### src/rtl/refseq_pkg.sv
package refseq_pkg;
  typedef enum logic [1:0] {
    SEQ_IDLE    = 2'd0,
    SEQ_DRAIN   = 2'd1,
    SEQ_REFRESH = 2'd2
  } seq_state_e;

  localparam logic PWR_IDLE = 1'b0;
  localparam logic PWR_REF  = 1'b1;
endpackage

### src/rtl/refseq_due_timer.sv
module refseq_due_timer #(
  parameter int TIME_W = 32,
  parameter int T_REFI = 7800,
  parameter int T_RFC  = 260
) (
  input  logic              clk,
  input  logic              rst,
  input  logic [TIME_W-1:0] now,
  input  logic              advance,
  output logic              due_hit,
  output logic              overrun
);
  localparam logic [TIME_W:0] REFI_W = (TIME_W+1)'(T_REFI);
  localparam logic [TIME_W:0] RFC_W  = (TIME_W+1)'(T_RFC);

  logic [TIME_W-1:0] due_q;
  logic [TIME_W:0]   limit;
  logic [TIME_W:0]   finish;

  assign due_hit = (now >= due_q);
  assign limit   = {1'b0, due_q} + REFI_W;
  assign finish  = {1'b0, now} + RFC_W;

  always_ff @(posedge clk) begin
    if (rst) begin
      due_q   <= TIME_W'(T_REFI);
      overrun <= 1'b0;
    end else if (advance) begin
      due_q <= due_q + TIME_W'(T_REFI);
      if (limit < finish) overrun <= 1'b1;
    end
  end

  AST_DUE_STEP: assert property (@(posedge clk) disable iff (rst)
    advance |=> (due_q == $past(due_q) + TIME_W'(T_REFI)));
  AST_OVR_STICKY: assert property (@(posedge clk) disable iff (rst)
    $past(overrun) |-> overrun);
endmodule

### src/rtl/refseq_bank_closer.sv
module refseq_bank_closer #(
  parameter int NUM_BANKS = 8,
  parameter int TIME_W    = 32,
  parameter int T_RP      = 14
) (
  input  logic                        clk,
  input  logic                        rst,
  input  logic                        start,
  input  logic                        active,
  input  logic [TIME_W-1:0]           now,
  input  logic [NUM_BANKS-1:0]        bank_open,
  input  logic [NUM_BANKS*TIME_W-1:0] pre_allowed,
  output logic [NUM_BANKS-1:0]        pre_req,
  output logic                        all_closed
);
  logic [NUM_BANKS-1:0] issued_q;
  logic [NUM_BANKS-1:0] fire;
  logic [TIME_W-1:0]    drain_until_q;

  for (genvar b = 0; b < NUM_BANKS; b++) begin : g_bank
    logic [TIME_W-1:0] allowed;
    assign allowed = pre_allowed[b*TIME_W +: TIME_W];
    assign fire[b] = active && bank_open[b] && !issued_q[b] && (now >= allowed);

    AST_PRE_AFTER_ALLOWED: assert property (@(posedge clk) disable iff (rst)
      pre_req[b] |-> ($past(now) >= $past(allowed)));
    AST_PRE_SINGLE: assert property (@(posedge clk) disable iff (rst)
      pre_req[b] |=> !pre_req[b]);
  end

  assign all_closed = ((bank_open & ~issued_q) == '0) && (now >= drain_until_q);

  always_ff @(posedge clk) begin
    if (rst) begin
      issued_q      <= '0;
      drain_until_q <= '0;
      pre_req       <= '0;
    end else begin
      pre_req <= fire;
      if (start) begin
        issued_q      <= '0;
        drain_until_q <= '0;
      end else begin
        issued_q <= issued_q | fire;
        if (|fire) drain_until_q <= now + TIME_W'(T_RP);
      end
    end
  end
endmodule

### src/rtl/allbank_refresh_seq.sv
module allbank_refresh_seq
  import refseq_pkg::*;
#(
  parameter int NUM_BANKS = 8,
  parameter int TIME_W    = 32,
  parameter int T_REFI    = 7800,
  parameter int T_RFC     = 260,
  parameter int T_RP      = 14
) (
  input  logic                        clk,
  input  logic                        rst,
  input  logic [TIME_W-1:0]           now_cycle,
  input  logic [NUM_BANKS-1:0]        bank_open,
  input  logic [NUM_BANKS*TIME_W-1:0] bank_pre_allowed,
  output logic [NUM_BANKS-1:0]        pre_req,
  output logic                        ref_cmd,
  output logic                        act_block_we,
  output logic [TIME_W-1:0]           act_block_at,
  output logic                        pwr_state,
  output logic                        overrun_err
);
  seq_state_e        state_q;
  logic [TIME_W-1:0] done_at_q;
  logic              due_hit;
  logic              all_closed;
  logic              start_drain;
  logic              issue_ref;

  assign start_drain = (state_q == SEQ_IDLE) && due_hit;
  assign issue_ref   = (state_q == SEQ_DRAIN) && all_closed;

  refseq_due_timer #(
    .TIME_W(TIME_W), .T_REFI(T_REFI), .T_RFC(T_RFC)
  ) u_due (
    .clk(clk), .rst(rst), .now(now_cycle), .advance(issue_ref),
    .due_hit(due_hit), .overrun(overrun_err)
  );

  refseq_bank_closer #(
    .NUM_BANKS(NUM_BANKS), .TIME_W(TIME_W), .T_RP(T_RP)
  ) u_close (
    .clk(clk), .rst(rst), .start(start_drain),
    .active(state_q == SEQ_DRAIN), .now(now_cycle),
    .bank_open(bank_open), .pre_allowed(bank_pre_allowed),
    .pre_req(pre_req), .all_closed(all_closed)
  );

  always_ff @(posedge clk) begin
    if (rst) begin
      state_q      <= SEQ_IDLE;
      done_at_q    <= '0;
      ref_cmd      <= 1'b0;
      act_block_we <= 1'b0;
      act_block_at <= '0;
      pwr_state    <= PWR_IDLE;
    end else begin
      ref_cmd      <= 1'b0;
      act_block_we <= 1'b0;
      case (state_q)
        SEQ_IDLE: if (start_drain) state_q <= SEQ_DRAIN;
        SEQ_DRAIN: if (issue_ref) begin
          ref_cmd      <= 1'b1;
          act_block_we <= 1'b1;
          act_block_at <= now_cycle + TIME_W'(T_RFC);
          done_at_q    <= now_cycle + TIME_W'(T_RFC);
          pwr_state    <= PWR_REF;
          state_q      <= SEQ_REFRESH;
        end
        SEQ_REFRESH: if (now_cycle >= done_at_q) begin
          pwr_state <= PWR_IDLE;
          state_q   <= SEQ_IDLE;
        end
        default: state_q <= SEQ_IDLE;
      endcase
    end
  end

  AST_REF_AFTER_CLOSE: assert property (@(posedge clk) disable iff (rst)
    ref_cmd |-> $past(all_closed));
  AST_REF_PULSE: assert property (@(posedge clk) disable iff (rst)
    ref_cmd |=> !ref_cmd);
  AST_BLOCK_TIME: assert property (@(posedge clk) disable iff (rst)
    act_block_we |-> (act_block_at == $past(now_cycle) + TIME_W'(T_RFC)));
  AST_IDLE_AT_DONE: assert property (@(posedge clk) disable iff (rst)
    $fell(pwr_state) |-> ($past(now_cycle) >= act_block_at));
  AST_PWR_WITH_REF: assert property (@(posedge clk) disable iff (rst)
    ref_cmd |-> (pwr_state == PWR_REF));
endmodule

### config.mk
export PLATFORM = sky130hd
export DESIGN_NAME = allbank_refresh_seq
export DESIGN_NICKNAME = d
export VERILOG_FILES = /design/src/rtl/refseq_pkg.sv /design/src/rtl/refseq_due_timer.sv /design/src/rtl/refseq_bank_closer.sv /design/src/rtl/allbank_refresh_seq.sv
export SDC_FILE = /design/constraint.sdc
export NUM_CORES = 1
export LEC_CHECK = 0
export ABC_AREA = 1
export ABC_CLOCK_PERIOD_IN_PS = 3400
export BUFFER_PORTS_ARGS = -buffer_cell sky130_fd_sc_hd__buf_2
export CAP_MARGIN = 20
export CELL_PAD_IN_SITES_DETAIL_PLACEMENT = 1
export CELL_PAD_IN_SITES_GLOBAL_PLACEMENT = 1
export CORE_MARGIN = 2
export CORE_UTILIZATION = 40
export DETAILED_ROUTE_END_ITERATION = 6
export GPL_TIMING_DRIVEN = 0
export MAX_ROUTING_LAYER = met4
export PLACE_DENSITY = 0.88
export REMOVE_ABC_BUFFERS = 1
export SKIP_LAST_GASP = 1
export SLEW_MARGIN = 20
export SYNTH_ARGS = -nofsm -noshare
export SYNTH_HDL_FRONTEND = slang
export SYNTH_SLANG_ARGS = --single-unit
### constraint.sdc
create_clock -name clk -period 3.4 [get_ports clk]
set_clock_uncertainty 0.15 [all_clocks]
set_input_delay 0.17 -clock clk [delete_from_list [all_inputs] [get_ports clk]]
set_output_delay 0.17 -clock clk [all_outputs]
set_load 0.005 [all_outputs]
==> impl_results.md, run 1 <==
- Synth Register Bits: 114
- Kind of critical path: register to register
- Hold path cells: 5
- Root buffer cell: clkbuf_16
- Layout area overhead: 19.80%
- Minimum clock period: around 3.4 ns
- H-tree depth: 4
- Final hold violation count: 0
- Clock sink total: 114
- Reg-to-reg endpoint: u_due.overrun
- Sequential cell area: between 0.002 and 0.0025 mm2
- Endpoints failing setup: 1
- Worst EP required: 3.61 ns
- IO Pins: about 340
- Failing checks: negative setup slack
- DR pass1 iterations: 6
- CTS clk-pin slew, worst paths: approximately 0.05 ns
- # DRC: 0
- Number of buffers added on ports: between 300 and 400
- TritonCTS clock tree: done
- Clk Latency, worst-skew pair: 0.43 ns
- Max-slew headroom: between 40% and 50%
- Buf+Inv Stages, Crit Path: 3
- RR Startpoint: u_due.due_q[16]
- Synthesized cell area: around 0.016 mm2
- Leak pwr: between 10 and 15 nW
- Final Net Count: 3,527
- Crit path arrival time: 3.64 ns
- First-pass GRT wire length: about 96,000 um
- Post-route clock period utilization: 100.9%
- Vias: 17,870
- Crit path cell chain: inv_1 > nor3_2 > inv_1 > nor4_4 > nand3_1 > nand2_2 > buf_4 > xor2_1 > ha_1 > nand2_1 > o21ai_0 > a21oi_1 > o21a_1 > nand2_1 > nor2_2 > nand2_1 > a21oi_2
- Main synth FF type: dfxtp_1
- EDFF count, synth: 0
- CTS Buf Count: 17
- Tot Pwr: 5.003 mW
- Worst Hold Slack: 0.01895 ns
- Max IR drop VDD: approximately 0.00034 V
- Reg2reg setup slack: -0.03 ns
- RSZ-0062 raised after global routing: yes
- Hold Crit Class: input pin to register
- Total Wirelength: 62,640 um
- Sequential area share after synthesis: ~14%
- Final Max Tran Viols: 0
- Yosys cell types: 48
- Critical path's top delay family: simple AND/OR/NAND/NOR gates
- Initial core utilization: about two fifths
- Fmax: about 290 MHz
- CP peak stage delay: 0.37 ns
- Clock buffer depth: 2
- Die X: 204.4 um
- CP endpoint kind: register
- Top cell by count, worst path: nand2_1
- Cell accounting for the most synthesized area: ha_1
- Synth top area share: 30.00%
- Worst-Margin Slew: roughly 0.8 ns
- Filler cell count: between 5,000 and 6,000
- Syn Inst Count: ~2,500
- Die Ht: 204.4 um
- Multi-input logic area: between 0.01 and 0.015 mm2
- Global Route Usage Sum: ~30%
- Hpwl dp: between 40,000 and 50,000 um
- First DRT Iteration DRCs: 997
- Share of layout cells above drive strength 1: between 15 and 20%
- # rows: 73
- Congestion Overflow GR: 0
- CORE AREA: 0.03964 mm2
- Maxcap violations: 0
- Async SR Flop Fraction: 0%
- CP startpoint kind: register
- Reg2reg path depth: 17
- Syn avg cell area: between 6 and 7 um2
- Routed Antenna Nets: 0
- Largest net degree at the start of global routing: 60
- Syn. warnings: 0
- WL/cell: between 15 and 20 um
- Critical-path top delay cell: dfxtp_2
- Status: finished with violations
- Hold_sp: bank_open[6]
- Worst Hold Path EP: u_close.pre_req[6]
- Worst-path fanout max: 3
- Final WS setup: -0.03145 ns
- Initial antenna violation count: 11
- Vias per cell: around 5.3
- Worst path depth: 17
- Vias in the first global route: around 19,000
- Ranking of synthesized cells by area: ha_1 (30%), nand2_1 (15%), dfxtp_1 (14%)
- Power Dens Cells: approximately 260 mW/mm2
- Die area: about 0.042 mm2
- Global placer's final weighted congestion: about 0.92
[per-stage QoR]
step | cell area [um2] | std cells | setup slack (ns) | util (%) | TNS, ns
finish | 19240 | 3391 | -0.03145 | 48.53 | -0.03145
global route | 19240 | 3391 | -0.2393 | 48.53 | -0.2393
CTS | 18850 | 3366 | -0.3060 | 47.56 | -0.3060
detailed placement | 18250 | 3335 | -0.8406 | 46.05 | -24.84
global placement | 18230 | 3334 | -1.556 | 45.98 | -88.56
floorplan | 15860 | 2468 | 0.1309 | - | 0
[cell usage after synthesis (11+ instances only)]
master	n
nand2_1	649
inv_1	512
ha_1	385
a21oi_1	231
nor2_1	230
dfxtp_1	114
xor2_1	66
o21ai_0	54
nand3_1	49
nand4_1	29
nor3_1	21
buf_2	16
nand2_2	13
o21a_1	13
xnor2_1	12
nor4_1	11
[cell usage in the layout, fill, tap and decap left out, types with 5 or more instances in the layout]
master,n
clkinv_2,5
inv_2,7
dfxtp_1,103
nor2_4,9
nor2_1,224
nor2_2,11
nand2_2,18
o21ai_0,52
clkbuf_8,6
nand3_2,6
diode_2,11
clkbuf_16,17
inv_1,510
buf_4,15
nand3_1,47
o21a_1,13
ha_1,384
nor4_1,9
nor3_1,19
dfxtp_2,7
o211ai_1,5
a21oi_1,229
o21ai_1,6
buf_2,327
nand2_4,5
and2_1,5
xor2_1,62
nand4_1,29
xnor2_1,12
nand2_1,641
clkbuf_4,13
[kinds of logic (layout without fill, tap and decap cells)]
group | Yosys count | in the layout | share of synthesized area (%)
xor+xnor | 78 | 78 | 4.255
simple gates | 1049 | 1049 | 27.64
flops | 114 | 114 | 14.21
compound gates | 320 | 320 | 10.47
buf+inv | 557 | 909 | 13.42
fa+ha+maj | 385 | 385 | 30.00
other cells | 0 | 11 | 0
[registers in the layout, summed over array words and instances, names as in the netlist]
| register | cells |
|---|---|
| done_at_q | 32 |
| u_close.drain_until_q | 32 |
| u_due.due_q | 29 |
| u_close.issued_q | 8 |
| u_close.pre_req | 8 |
| state_q | 2 |
| act_block_we | 1 |
| pwr_state | 1 |
| u_due.overrun | 1 |
[layout make-up]
type	instances	share of cell area, %
Clock buffer	25	2.680
Sequential cell	114	11.99
Tap cell	525	3.415
Multi-Input combinational cell	1832	61.51
Inverter	522	10.24
Antenna cell	11	0.1431
Clock inverter	5	0.2602
Timing Repair Buffer	357	9.757
[where the power goes]
part / switching (mW) / internal [mW] / total, mW
Sequential: 0.0284 / 1.39 / 1.42
Combinational: 1.14 / 0.667 / 1.81
Clock: 0.673 / 1.11 / 1.78
[per-layer routing]
metal  share of wire, %  track usage (%)  vias up
met1                 40            33.17     8577
met3                5.1            4.576      169
met5                  0                -        -
met2                 50            53.39      517
met4                4.3            12.37        0
li1                   -                -     8610
[how the worst max path moves through the flow]
stage                          endpoint                       from  slack, ns
after CTS                 u_due.overrun             u_due.due_q[3]      -0.31
final                     u_due.overrun            u_due.due_q[16]      -0.03
after global routing      u_due.overrun            u_due.due_q[16]      -0.24
after detailed placement  u_due.overrun               now_cycle[4]      -0.84
after floorplan           done_at_q[12]  u_close.drain_until_q[31]       0.13
after global placement     done_at_q[9]               now_cycle[0]      -1.56
[worst min-delay path, cell delays in order]
cell and delay, ns:
buf_2 0.09, nand2_1 0.08, nor2_1 0.06, nand2_2 0.10
nor2_1 0.05
[timing repair]
action,4_1_cts,5_1_grt
pin swaps,2,21
setup buffers,0,14
setup endpoints to repair,59,59
resized for setup,7,71
hold endpoints to repair,1,0
gates cloned,0,0
hold buffers,1,0
Power figures use the tool's default switching activity.
==> run 2, diff against run 1 <==
==> constraint.sdc (replaced) <==
create_clock -name clk -period 3.4 [get_ports clk]
set_clock_uncertainty 0.15 [all_clocks]
set_input_delay 1.02 -clock clk [delete_from_list [all_inputs] [get_ports clk]]
set_output_delay 1.02 -clock clk [all_outputs]
set_load 0.005 [all_outputs]
==> run 2 against run 1 <==
Compared with the run above:
- the flow finishes with violations (design-rule violations, negative setup slack)
- global-route usage up 4.6 points
- hold slack better by 0.28 ns
- critical endpoint is now u_close.drain_until_q[11]
- combinational power up 25%
- via count up 12%
- flip-flop and latch count unchanged
- final cell count up 1.6%
- sequential share of layout area down 0.77 points
==> impl_results.md, run 2 (synthesis results as in run 1) <==
- Status: finished with violations (unchanged)
- Failing checks: design-rule violations, negative setup slack (was negative setup slack)
- Root buffer cell: clkbuf_16 (unchanged)
- Most common cell after layout, fill and taps aside: nand2_1 (unchanged)
- CTS Buf Count: 17 (unchanged)
- Die Ht: 204.4 um (unchanged)
- Final hold violation count: 0 (unchanged)
- # rows: 73 (unchanged)
- Post-route clock period utilization: 115.9% (was 100.9%)
- Routed Antenna Nets: 0 (unchanged)
- CP peak stage delay: 0.85 ns (was 0.37 ns)
- Crit path cell chain: buf_16 > buf_4 > inv_2 > ha_1 > nand3_1 > nor3_1 > nand3_1 > nand3_1 > nand2_1 > nand2_4 > clkinv_8 > nand2_1 > nor2_2 (was inv_1 > nor3_2 > inv_1 > nor4_4 > nand3_1 > nand2_2 > buf_4 > xor2_1 > ha_1 > nand2_1 > o21ai_0 > a21oi_1 > o21a_1 > nand2_1 > nor2_2 > nand2_1 > a21oi_2)
- Initial core utilization: 40.51% (unchanged)
- Biggest regs: done_at_q x32, u_close.drain_until_q x32, u_due.due_q x29 (unchanged)
- Leak pwr: 11.30 nW (was 10.90 nW)
- CTS clk-pin slew, worst paths: 0.06 ns (was 0.05 ns)
- WL/cell: 23.66 um (was 18.47 um)
- Worst EP required: 3.59 ns (was 3.61 ns)
- Reg2reg setup slack: -0.38 ns (was -0.03 ns)
- Final WS setup: -0.5400 ns (was -0.03145 ns)
- Hold Crit Class: register to register (was input pin to register)
- CP startpoint kind: input pin (was register)
- Setup WS pre-CTS: -1.691 ns (was -0.8406 ns)
- Final Net Count: 3,580 (was 3,527)
- Layout area overhead: 26.79% (was 19.80%)
- Global Route Usage Sum: 34.55% (was 29.94%)
- Area after DPL: 0.01825 mm2 (unchanged)
- Final Max Tran Viols: 0 (unchanged)
- Reg2reg path depth: 18 (was 17)
- Number of buffers added on ports: 341 (unchanged)
- Fmax: 253.8 MHz (was 291.4 MHz)
- Die X: 204.4 um (unchanged)
- First-pass GRT wire length: 108,900 um (was 95,840 um)
- Critical-path top delay cell: nor3_1 (was dfxtp_2)
- Minimum clock period: 3.940 ns (was 3.431 ns)
- Clk Latency, worst-skew pair: 0.46 ns (was 0.43 ns)
- # DRC: 16 (was 0)
- Congestion Overflow GR: 0 (unchanged)
- Global placer's final weighted congestion: 0.9150 (unchanged)
- Vias: 19,950 (was 17,870)
- Total Wirelength: 81,470 um (was 62,640 um)
- Hold path cells: 2 (was 5)
- Kind of critical path: input pin to register (was register to register)
- Die area: 0.04176 mm2 (unchanged)
- H-tree depth: 4 (unchanged)
- Max IR drop VDD: 0.0003838 V (was 0.0003378 V)
- TritonCTS clock tree: done (unchanged)
- Most frequent cells in the layout: nand2_1 (629), inv_1 (507), ha_1 (381) (was nand2_1 (641), inv_1 (510), ha_1 (384))
- Endpoints failing setup: 104 (was 1)
- RSZ-0062 raised after global routing: yes (unchanged)
- Maxcap violations: 0 (unchanged)
- Initial antenna violation count: 11 (unchanged)
- Final instance area: 0.02036 mm2 (was 0.01924 mm2)
- Share of layout cells above drive strength 1: 20.01% (was 16.92%)
- First DRT Iteration DRCs: 1,624 (was 997)
- Worst-Margin Slew: 1.133 ns (was 0.8235 ns)
- Filler cell count: 5,338 (was 5,477)
- Top cell by count, worst path: nand3_1 (was nand2_1)
- CORE AREA: 0.03964 mm2 (unchanged)
- DR pass1 iterations: 7 (was 6)
- Hold buffer count at cts: 0 (was 1)
- Hpwl dp: 47,240 um (unchanged)
- CP endpoint kind: register (unchanged)
- Clock sink total: 114 (unchanged)
- IO Pins: 342 (unchanged)
- Worst-path fanout max: 32 (was 3)
- Clock buffer depth: 2 (unchanged)
- Max-slew headroom: 23.38% (was 44.90%)
- Worst Hold Slack: 0.3014 ns (was 0.01895 ns)
- Power Dens Cells: 273.2 mW/mm2 (was 260.1 mW/mm2)
- Vias per cell: 5.793 (was 5.271)
- Crit path arrival time: 4.13 ns (was 3.64 ns)
- Vias in the first global route: 20,550 (was 18,930)
- Largest net degree at the start of global routing: 60 (unchanged)
## run 2: cell count changes in the layout (fill, tap and decap cells not counted), sizes merged
| cell | delta |
|---|---|
| clkinvlp | +3 |
| dlygate4sd3 | -1 |
| clkbuf | -13 |
| nand2 | +3 |
| clkinv | +1 |
| nand3 | +1 |
| buf | +63 |
| inv | -4 |
## run 2: where the power goes
part / leakage (nW) / total, mW / switching, mW / internal [mW]
logic: 10.1 / 2.27 / 1.44 / 0.827
registers: 0.924 / 1.43 / 0.0387 / 1.39
clock network: 0.285 / 1.86 / 0.751 / 1.11
total: 11.3 / 5.56 / 2.23 / 3.33
## run 2: through the flow
stage | power, mW | utilization, % | instances | setup TNS [ns]
after floorplan | 2.486 | - | 2468 | -30.39
after global placement | 3.071 | 45.98 | 3334 | -168.16
after detailed placement | 3.208 | 46.05 | 3335 | -101.07
after CTS | 5.170 | 49.89 | 3413 | -0.3327
after global routing | 5.776 | 51.36 | 3444 | -28.31
final | 5.561 | 51.36 | 3444 | -30.80
## run 2: cell type report
type / instances / area [um2] / area share (%)
sequential: 114 / 2285 / 11.22
timing repair buffer: 406 / 2658 / 13.05
antenna: 11 / 27.53 / 0.1352
clock buffer: 25 / 515.5 / 2.532
tap: 525 / 656.9 / 3.227
multi-input combinational: 1836 / 12170 / 59.76
clock inverter: 5 / 50.05 / 0.2458
inverter: 522 / 2001 / 9.827
## run 2: what timing repair did
action,in CTS,in global routing
endpoints found under the setup margin,92,81
gates cloned,3,1
resized for setup,137,89
setup buffers,45,19
pin swaps,23,33
## run 2: worst max-delay path: cells and delay by family
family | cells | cell delay, ns
simple gates | 8 | 2.08
buf+inv | 4 | 0.69
fa+ha+maj | 1 | 0.30
## run 2: worst paths after layout
kind	from	end
hold reg to reg	u_due.overrun	u_due.overrun
setup / recovery	now_cycle[3]	u_close.drain_until_q[11]
setup reg to reg	u_due.due_q[19]	u_due.overrun
hold / removal	u_due.overrun	u_due.overrun
## run 2: layer usage
layer | track usage (%) | part of all wire, % | vias up
met5 | - | 0 | -
met3 | 6.011 | 9.2 | 631
met4 | 22.41 | 9.6 | 0
li1 | - | - | 8713
met2 | 58.96 | 46 | 1208
met1 | 36.91 | 35 | 9398
==> run 3, diff against run 2 <==
--- a/config.mk
+++ b/config.mk
@@ -9,14 +9,12 @@
 export ABC_CLOCK_PERIOD_IN_PS = 3400
 export BUFFER_PORTS_ARGS = -buffer_cell sky130_fd_sc_hd__buf_2
 export CAP_MARGIN = 20
-export CELL_PAD_IN_SITES_DETAIL_PLACEMENT = 1
-export CELL_PAD_IN_SITES_GLOBAL_PLACEMENT = 1
 export CORE_MARGIN = 2
-export CORE_UTILIZATION = 40
+export CORE_UTILIZATION = 50
 export DETAILED_ROUTE_END_ITERATION = 6
 export GPL_TIMING_DRIVEN = 0
 export MAX_ROUTING_LAYER = met4
-export PLACE_DENSITY = 0.88
+export PLACE_DENSITY = 0.78
 export REMOVE_ABC_BUFFERS = 1
 export SKIP_LAST_GASP = 1
 export SLEW_MARGIN = 20
==> run 3 against run 2 <==
Compared with the run above:
- the run ends with negative setup slack left
- critical path depth is 5 higher
- first-iteration DRC count decreased by 24%
- wire length is 33% lower
- fmax is 9.5% higher
- largest power group unchanged
- sequential power about the same
- die area decreased by 20%
- hold slack worse by 0.0090 ns
==> impl_results.md, run 3 (synthesis results as in run 1) <==
- Clock sink total: 114 (unchanged)
- Initial core utilization: 50.88% (was 40.51%)
- DR pass1 iterations: 6 (was 7)
- Worst-path fanout max: 17 (was 32)
- Root buffer cell: clkbuf_16 (unchanged)
- Die area: 0.03356 mm2 (was 0.04176 mm2)
- Filler cell count: 2,786 (was 5,338)
- CP startpoint kind: input pin (unchanged)
- Final hold violation count: 0 (unchanged)
- Post-route clock period utilization: 105.8% (was 115.9%)
- Maxcap violations: 0 (unchanged)
- Failing checks: negative setup slack (was design-rule violations, negative setup slack)
- Clock power share: 36.2% (was 33.4%)
- H-tree depth: 4 (unchanged)
- Die Ht: 183.2 um (was 204.4 um)
- Clock buffer depth: 2 (unchanged)
- Vias in the first global route: 17,530 (was 20,550)
- Flop pwr share: 26.7% (was 25.7%)
- Initial antenna violation count: 0 (was 11)
- Status: finished with violations (unchanged)
- Layout area overhead: 25.25% (was 26.79%)
- Largest net degree at the start of global routing: 60 (unchanged)
- Vias per cell: 5.358 (was 5.793)
- Kind of critical path: input pin to register (unchanged)
- Net Switching: 1.875 mW (was 2.235 mW)
- First-pass GRT wire length: 83,980 um (was 108,900 um)
- Reg-to-reg endpoint: u_due.overrun (unchanged)
- Worst Hold Path EP: u_due.overrun (unchanged)
- Clk Latency, worst-skew pair: 0.44 ns (was 0.46 ns)
- Int Pwr: 3.422 mW (was 3.326 mW)
- Part of the power in combinational logic: 37.1% (was 40.9%)
- Reg2reg path depth: 20 (was 18)
- Worst EP required: 3.52 ns (was 3.59 ns)
- Hpwl dp: 38,870 um (was 47,240 um)
- Die X: 183.2 um (was 204.4 um)
- Power Dens Cells: 263.4 mW/mm2 (was 273.2 mW/mm2)
- Hold Crit Class: register to register (unchanged)
- Hold path cells: 2 (unchanged)
- Biggest regs: done_at_q x32, u_close.drain_until_q x32, u_due.due_q x29 (unchanged)
- Vias: 17,760 (was 19,950)
- Leak pwr: 11.29 nW (was 11.30 nW)
- Most common cell after layout, fill and taps aside: nand2_1 (unchanged)
- Crit path launch: now_cycle[7] (was now_cycle[3])
- Fmax: 277.9 MHz (was 253.8 MHz)
- RR Startpoint: u_due.due_q[3] (was u_due.due_q[19])
- CP endpoint kind: register (unchanged)
- # rows: 65 (was 73)
- Final Net Count: 3,582 (was 3,580)
- # DRC: 0 (was 16)
- Setup TNS: -0.3457 ns (was -30.80 ns)
- Switching power share of the total: 35.40% (was 40.19%)
- WL/cell: 16.41 um (was 23.66 um)
- First DRT Iteration DRCs: 1,235 (was 1,624)
- Global Route Usage Sum: 32.25% (was 34.55%)
- Congestion Overflow GR: 0 (unchanged)
- Hold_sp: u_due.overrun (unchanged)
- Number of buffers added on ports: 341 (unchanged)
- Setup WS pre-CTS: -1.578 ns (was -1.691 ns)
- Minimum clock period: 3.599 ns (was 3.940 ns)
- Share of layout cells above drive strength 1: 19.27% (was 20.01%)
- CTS Buf Count: 17 (unchanged)
- Reg2reg setup slack: -0.12 ns (was -0.38 ns)
- IO Pins: 342 (unchanged)
- Max-slew headroom: 25.68% (was 23.38%)
- CTS clk-pin slew, worst paths: 0.06 ns (about the same)
- Endpoints failing setup: 6 (was 104)
- TritonCTS clock tree: done (unchanged)
- Routed Antenna Nets: 0 (unchanged)
- Crit path arrival time: 3.72 ns (was 4.13 ns)
- Final WS setup: -0.1986 ns (was -0.5400 ns)
- RSZ-0062 raised after global routing: yes (unchanged)
- Final Max Tran Viols: 0 (unchanged)
- CORE AREA: 0.03156 mm2 (was 0.03964 mm2)
- Worst-Margin Slew: 1.115 ns (was 1.133 ns)
- Max IR drop VDD: 0.0003078 V (was 0.0003838 V)
- Most frequent cells in the layout: nand2_1 (631), inv_1 (505), ha_1 (383) (was nand2_1 (629), inv_1 (507), ha_1 (381))
- Total Wirelength: 54,380 um (was 81,470 um)
- Global placer's final weighted congestion: 0.9082 (was 0.9150)
[run 3: critical path, stage by stage]
cell and delay [ns]:
buf_12 0.15, nand2_2 0.12, nor2_4 0.17, nor2_4 0.08
nor2_4 0.16, nand3_2 0.13, nor3_4 0.19, nand4_1 0.11
ha_1 0.36, nand2_2 0.10, nor2_4 0.11, nand4_1 0.21
nor4_4 0.29, nand4_1 0.14, nor2_1 0.15, nor2_1 0.08
nand2_1 0.07, a21oi_1 0.05
[run 3: cell type report]
type	instances	area, um2	area share, %
timing repair buffer	406	2665	13.25
tap	402	503.0	2.501
clock buffer	20	446.7	2.221
clock inverter	11	161.4	0.8026
antenna	1	2.502	0.01244
inverter	522	1997	9.930
multi-input combinational	1838	12050	59.92
sequential	114	2285	11.36
[run 3: power groups by stage]
| stage | sequential (mW) | combinational, mW | clock [mW] |
|---|---|---|---|
| after floorplan | 1.44 | 1.05 | 0 |
| after global placement | 1.44 | 1.59 | 0 |
| after detailed placement | 1.44 | 1.68 | 0 |
| after CTS | 1.41 | 1.85 | 1.92 |
| after global routing | 1.42 | 2.21 | 1.97 |
| final | 1.42 | 1.96 | 1.92 |
[run 3: worst max-delay path by stage]
stage and endpoint:
2_1_floorplan done_at_q[12], 3_3_place_gp done_at_q[9], 3_5_place_dp u_due.overrun, 4_1_cts u_due.overrun
5_1_grt u_due.overrun, 6_report u_due.overrun
[run 3: metrics by stage]
step                area (um2)  cells  utilization, %  hold WS, ns  total power, mW
floorplan                15860   2468               -       0.2813            2.486
global placement         18070   3211           57.27       0.2850            3.031
detailed placement       18100   3212           57.36       0.2868            3.126
CTS                      19630   3287           62.22       0.2924            5.184
global route             20110   3313           63.72       0.3108            5.600
finish                   20110   3314           63.73       0.2924            5.298
[run 3: routing by layer]
metal	vias up	part of all wire, %	global-route usage, %
met3	196	7.9	5.997
met4	0	5.1	15.90
met5	-	0	-
met1	8085	40	37.24
li1	8709	-	-
met2	766	47	53.82
[run 3: what timing repair did]
| item | CTS | global route |
|---|---|---|
| cloned | 2 | 4 |
| hold buffers | 0 | 0 |
| pin swaps | 27 | 40 |
| buffers inserted | 42 | 23 |
| setup endpoints to repair | 91 | 91 |
| resized for setup | 134 | 70 |
